`src/rtl/tws_pkg.sv`:
```
package tws_pkg;

    typedef enum logic {
        PH_IDLE = 1'b0,
        PH_RUN  = 1'b1
    } phase_e;

    typedef struct packed {
        logic en;
        logic val;
    } bit_wr_t;

    function automatic bit offset_fits(input int ofs, input int cnt_w);
        return (ofs >= 1) && (ofs <= (1 << cnt_w) - 1);
    endfunction

    function automatic bit index_fits(input int idx, input int n_out);
        return (idx >= 0) && (idx < n_out);
    endfunction

    function automatic bit value_fits(input int v);
        return (v == 0) || (v == 1);
    endfunction

endpackage

```
`src/rtl/tws_step_timer.sv`:
```
module tws_step_timer
    import tws_pkg::*;
#(
    parameter int CNT_W    = 4,
    parameter int LAST_OFS = 11
) (
    input  logic             clk,
    input  logic             rst,
    input  logic             start_pulse,
    output logic             running,
    output logic [CNT_W-1:0] step
);
    localparam logic [CNT_W-1:0] LAST_C = CNT_W'(LAST_OFS);
    localparam logic [CNT_W-1:0] FIRST_C = CNT_W'(1);

    phase_e           phase_q;
    logic [CNT_W-1:0] step_q;

    always_ff @(posedge clk) begin
        if (rst) begin
            phase_q <= PH_IDLE;
            step_q  <= '0;
        end else begin
            case (phase_q)
                PH_IDLE: begin
                    if (start_pulse) begin
                        phase_q <= PH_RUN;
                        step_q  <= FIRST_C;
                    end
                end
                PH_RUN: begin
                    if (step_q == LAST_C) begin
                        phase_q <= PH_IDLE;
                        step_q  <= '0;
                    end else begin
                        step_q <= step_q + 1'b1;
                    end
                end
                default: begin
                    phase_q <= PH_IDLE;
                    step_q  <= '0;
                end
            endcase
        end
    end

    assign running = (phase_q == PH_RUN);
    assign step    = step_q;

    // an idle start is accepted and counting begins at offset 1
    assert_start_accept_R3: assert property (@(posedge clk) disable iff (rst)
        (!running && start_pulse) |=> (running && step == FIRST_C));

    // start while running never disturbs the count
    assert_busy_ignores_start_R8: assert property (@(posedge clk) disable iff (rst)
        (running && step != LAST_C) |=> (running && step == $past(step) + 1'b1));

    // the run ends right after the final step
    assert_run_ends_R7: assert property (@(posedge clk) disable iff (rst)
        (running && step == LAST_C) |=> !running);

    // step stays inside the table's range while running
    assert_step_range_R7: assert property (@(posedge clk) disable iff (rst)
        running |-> (step >= FIRST_C && step <= LAST_C));

endmodule

```
`src/rtl/tws_event_match.sv`:
```
module tws_event_match
    import tws_pkg::*;
#(
    parameter int NUM_OUT = 2,
    parameter int NUM_EV  = 5,
    parameter int CNT_W   = 4,
    parameter int EV_OFS [NUM_EV] = '{1, 5, 7, 10, 11},
    parameter int EV_IDX [NUM_EV] = '{0, 0, 0, 1, 1},
    parameter int EV_VAL [NUM_EV] = '{1, 1, 0, 1, 0}
) (
    input  logic                      running,
    input  logic [CNT_W-1:0]          step,
    output bit_wr_t [NUM_OUT-1:0]     wr
);
    for (genvar o = 0; o < NUM_OUT; o++) begin : g_bit
        always_comb begin
            wr[o].en  = 1'b0;
            wr[o].val = 1'b0;
            // Walk the table in order so a later entry overrides an earlier one
            for (int e = 0; e < NUM_EV; e++) begin
                if (running && (EV_IDX[e] == o) && (step == CNT_W'(EV_OFS[e]))) begin
                    wr[o].en  = 1'b1;
                    wr[o].val = (EV_VAL[e] != 0);
                end
            end
        end
    end

endmodule

```
`src/rtl/tws_out_regs.sv`:
```
module tws_out_regs
    import tws_pkg::*;
#(
    parameter int NUM_OUT = 2
) (
    input  logic                  clk,
    input  logic                  rst,
    input  logic                  running,
    input  bit_wr_t [NUM_OUT-1:0] wr,
    output logic [NUM_OUT-1:0]    q
);
    logic [NUM_OUT-1:0] q_r;

    for (genvar o = 0; o < NUM_OUT; o++) begin : g_reg
        always_ff @(posedge clk) begin
            if (rst) begin
                q_r[o] <= 1'b0;
            end else if (wr[o].en) begin
                q_r[o] <= wr[o].val;
            end
        end

        // a matched write lands on its bit at the following edge
        assert_write_lands_R4: assert property (@(posedge clk) disable iff (rst)
            wr[o].en |=> (q[o] == $past(wr[o].val)));
    end

    assign q = q_r;

    // nothing reaches the registers while no run is in progress
    assert_idle_stable_R2: assert property (@(posedge clk) disable iff (rst)
        !running |=> $stable(q));

endmodule

```
`src/rtl/timed_write_seq.sv`:
```
module timed_write_seq
    import tws_pkg::*;
#(
    parameter int NUM_OUT = 2,
    parameter int NUM_EV  = 5,
    parameter int CNT_W   = 4,
    parameter int EV_OFS [NUM_EV] = '{1, 5, 7, 10, 11},
    parameter int EV_IDX [NUM_EV] = '{0, 0, 0, 1, 1},
    parameter int EV_VAL [NUM_EV] = '{1, 1, 0, 1, 0}
) (
    input  logic               clk,
    input  logic               rst,
    input  logic               start_pulse,
    output logic               busy,
    output logic [NUM_OUT-1:0] evt_out
);
    function automatic int largest_offset();
        int m = 0;
        for (int e = 0; e < NUM_EV; e++) begin
            if (EV_OFS[e] > m) m = EV_OFS[e];
        end
        return m;
    endfunction

    localparam int LAST_OFS = largest_offset();

    for (genvar e = 0; e < NUM_EV; e++) begin : g_check
        if (!offset_fits(EV_OFS[e], CNT_W)) begin : g_bad_ofs
            $error("timed_write_seq: table offset out of range for counter width");
        end
        if (!index_fits(EV_IDX[e], NUM_OUT)) begin : g_bad_idx
            $error("timed_write_seq: table output index out of range");
        end
        if (!value_fits(EV_VAL[e])) begin : g_bad_val
            $error("timed_write_seq: table value must be 0 or 1");
        end
    end

    logic                  running;
    logic [CNT_W-1:0]      step;
    bit_wr_t [NUM_OUT-1:0] wr;

    tws_step_timer #(
        .CNT_W    (CNT_W),
        .LAST_OFS (LAST_OFS)
    ) u_timer (
        .clk         (clk),
        .rst         (rst),
        .start_pulse (start_pulse),
        .running     (running),
        .step        (step)
    );

    tws_event_match #(
        .NUM_OUT (NUM_OUT),
        .NUM_EV  (NUM_EV),
        .CNT_W   (CNT_W),
        .EV_OFS  (EV_OFS),
        .EV_IDX  (EV_IDX),
        .EV_VAL  (EV_VAL)
    ) u_match (
        .running (running),
        .step    (step),
        .wr      (wr)
    );

    tws_out_regs #(
        .NUM_OUT (NUM_OUT)
    ) u_regs (
        .clk     (clk),
        .rst     (rst),
        .running (running),
        .wr      (wr),
        .q       (evt_out)
    );

    assign busy = running;

endmodule

```
`config.mk`:
```
export PLATFORM = sky130hd
export DESIGN_NAME = timed_write_seq
export DESIGN_NICKNAME = d
export VERILOG_FILES = /design/src/rtl/tws_pkg.sv /design/src/rtl/tws_step_timer.sv /design/src/rtl/tws_event_match.sv /design/src/rtl/tws_out_regs.sv /design/src/rtl/timed_write_seq.sv
export SDC_FILE = /design/constraint.sdc
export NUM_CORES = 1
export LEC_CHECK = 0
export ABC_AREA = 1
export CORE_AREA = 2 2 39 41
export DETAILED_ROUTE_END_ITERATION = 7
export DIE_AREA = 0 0 41 43
export DONT_BUFFER_PORTS = 1
export HOLD_SLACK_MARGIN = 0.08
export PLACE_DENSITY = 0.42
export SLEW_MARGIN = 10
export SYNTH_ARGS = -nofsm -noshare
export SYNTH_HDL_FRONTEND = slang
export SYNTH_SLANG_ARGS = --single-unit
```
`constraint.sdc`:
```
create_clock -name clk -period 1.25 [get_ports clk]
set_input_delay 0.1875 -clock clk [delete_from_list [all_inputs] [get_ports clk]]
set_output_delay 0.1875 -clock clk [all_outputs]
set_load 0.02 [all_outputs]
```
==> metrics.md <==
| Metric | Value |
|---|---|
| Status | complete, no violations |
| Starting density of the core | 25.32% |
| Largest family of logic cells by synthesized area | simple AND/OR/NAND/NOR gates |
| Chip Height | 43 um |
| Die X | 41 um |
| RSZ-0062 raised after global routing | no |
| Routed met2 length | 272 um |
| M1 WL | 338 um |
| Largest net degree at the start of global routing | 7 |
| Final Slew Violations | 0 |
| Fmax | 0.8580 GHz |
| Synth Flop Type | dfxtp_1 |
| Max_cap viols | 0 |
| Adder-cell share of the synthesized area | 10.71% |
| Mapped Nets | 53 |
| Setup crit end kind | flop |
| P_leak | 0.1741 nW |
| Row cnt | 14 |
| Syn_area_per_cell | 7.454 um^2 |
| Per-cell routed wire length | 9.775 um |
| Postcts setup bufs | 0 |
| Slew Limit Headroom | 83.48% |
| Simple-Gate Fraction of Synth Area | 26.43% |
| Via Count | 314 |
| Seq/Total Area, Yosys | 40.00% |
| Critical path peak fanout | 5 |
| Post-synth top cells | nand2_1, dfxtp_1, inv_1 |
| Worst path max stage delay | 390 ps |
| Cell family with most CP delay | flip-flops |
| Starting DRT DRC Count | 2 |
| Antenna Cells | 0 |
| Sink Count | 7 |
| Crit path arrival time | 1350 ps |
| Post-DP HPWL | 520 um |
| CP Launch Type | flop |
| Fraction of registers with async set/reset | 0% |
| Vias per std cell | 4.423 |
| Core Area | 1384 um^2 |
| Worst-Skew Late Latency | 260 ps |
| Worst path required time | 1440 ps |
| Number of routed nets with antenna violations | 0 |
| GPL Wtd Cong | 0.6581 |
| Synthesized instance count | 47 |
| CP Buf/Inv Count | 1 |
| First-pass GRT wire length | 1221 um |
| Synth top area share | 40.00% |
| Cell taking the most area after synthesis | dfxtp_1 |
| Setup TNS | 0 ps |
| Share of layout cells above drive strength 1 | 18.18% |
| Uppermost layer routed | met4 |
| DRC Markers | 0 |
| Via count of the first global-routing pass | 302 |
| Port Buffer Count | 0 |
| Final period util | 93.24% |
| Final-stage net count | 62 |
| Yosys warnings | 0 |
| Post-synthesis cell area | 350.3 um^2 |
| Count of different cell masters after synthesis | 16 |
| Area contributors post-synth | dfxtp_1, ha_1, nand2_1, inv_1, a21oi_1 |
| Hold Path Class | in2reg |
| Number of synthesized flops with an enable pin | 0 |
| Synth-to-Final Area Change | 22.50% |
| Crit-path cells | inv_1, ha_1, or2_0, a21oi_1 |
| TritonCTS buffer count | 3 |
| Root Buffer | clkbuf_4 |
| Mux share of post-synthesis cell area | 0% |
| CP Class | reg2reg |
| Compound-cell area share of the yosys netlist | 13.21% |
| Pwr/cell area | 1181 nW/um^2 |
| Pwr Total | 0.5070 mW |
| Critical Path Slowest Stage Cell | dfxtp_1 |
| Final Skew | 4.528 ps |
| CTS tree | built |
| WL final | 694 um |
| Max Buffers Root-to-Sink | 2 |
| Setup violations, final | 0 |
| Filler instances | 151 |
| Maximum vdd drop | 533.0 uV |
| Routed wl met3 | 56 um |
| IO Pins | 6 |
| Worst slack, placed | 88.94 ps |
| 1st-pass router iterations | 2 |
| Initial antenna violation count | 0 |
| Post-synthesis register bit count | 7 |
| GRT Residual Overflow | 0 |
| Worst-Margin Slew | 246.2 ps |
| XOR/XNOR Fraction of Synth Area | 0% |
| Fin crit period | 1165 ps |
| H-tree depth | 1 |
| Reg clk slew, reported paths | 50 ps |
| Final WS setup | 84.50 ps |
| Die footprint | 1763 um^2 |
| Hold Fails Final Rpt | 0 |
| GRT Util Overall | 11.66% |
| Most frequent cell after synthesis | nand2_1 |
[path summary, 6_finish.rpt]
| kind | endpoint | cells after the start | slack [ps] | startpoint |
|---|---|---|---|---|
| max | u_timer.step[1]$_SDFFE_PP0P_ | 4 | 80 | u_timer.step[0]$_SDFFE_PP0P_ |
| min | u_timer.step[2]$_SDFFE_PP0P_ | 3 | 100 | rst |
| max reg2reg | u_timer.step[1]$_SDFFE_PP0P_ | 4 | 80 | u_timer.step[0]$_SDFFE_PP0P_ |
| min reg2reg | u_timer.step[1]$_SDFFE_PP0P_ | 2 | 510 | u_timer.step[1]$_SDFFE_PP0P_ |
[where the power goes]
part	total, mW	internal (mW)	switching [mW]
clock network	0.212	0.122	0.0898
logic	0.0481	0.0216	0.0265
registers	0.247	0.233	0.0141
[final cells by class]
cell class	instances	area (um^2)	area share (%)
Clock buffer	4	26.28	6.122
Sequential cell	7	140.1	32.65
Tap cell	16	20.02	4.665
Inverter	9	33.78	7.872
Multi-Input combinational cell	31	176.4	41.11
Timing Repair Buffer	4	32.53	7.580
[cell usage in the layout (no fill, tap or decap), drive strengths merged]
cell,count
nor3,1
a211oi,1
o21ai,3
dlygate4sd3,1
nor2,3
ha,3
dfxtp,7
nand4,2
inv,9
or2,1
clkbuf,4
a21oi,4
buf,3
nand2,10
nand3,3
[kinds of logic (layout without fill, tap and decap cells)]
logic type	after synthesis	count (layout)
buffers and inverters	9	17
AND/OR/NAND/NOR	20	20
AO/OA/AOI/OAI	8	8
adder cells (fa/ha/maj)	3	3
flip-flops	7	7
[sequential cells by signal (all words and copies together) (netlist names)]
signal / count
u_regs.q: 2
u_timer.running: 1
u_timer.step: 4
[worst register-to-register path, cell delays in order, from the launching register on]
cell,delay (ps)
dfxtp_1,390
inv_1,90
ha_1,280
or2_0,220
a21oi_1,110
[per-stage QoR]
stage | hold slack, ps | area (um^2) | utilization, % | instances
3_5_place_dp | 252.4 | 392.9 | 28.39 | 66
6_report | 103.9 | 429.2 | 31.01 | 71
3_3_place_gp | 250.7 | 392.9 | 28.39 | 66
2_1_floorplan | 249.9 | 350.3 | - | 47
4_1_cts | 97.98 | 429.2 | 31.01 | 71
5_1_grt | 135.2 | 429.2 | 31.01 | 71
[layer usage]
layer / vias to the layer above / global-route usage, %
met1: 135 / 12.58
met2: 8 / 13.75
li1: 167 / -
met4: 0 / 10.00
met3: 4 / 9.424
met5: - / 0
[repair_timing]
item,CTS,global route
gates resized for setup,0,0
hold buffers,1,0
hold endpoints to repair,3,0
Note: power is estimated with default switching activity, not from simulation.
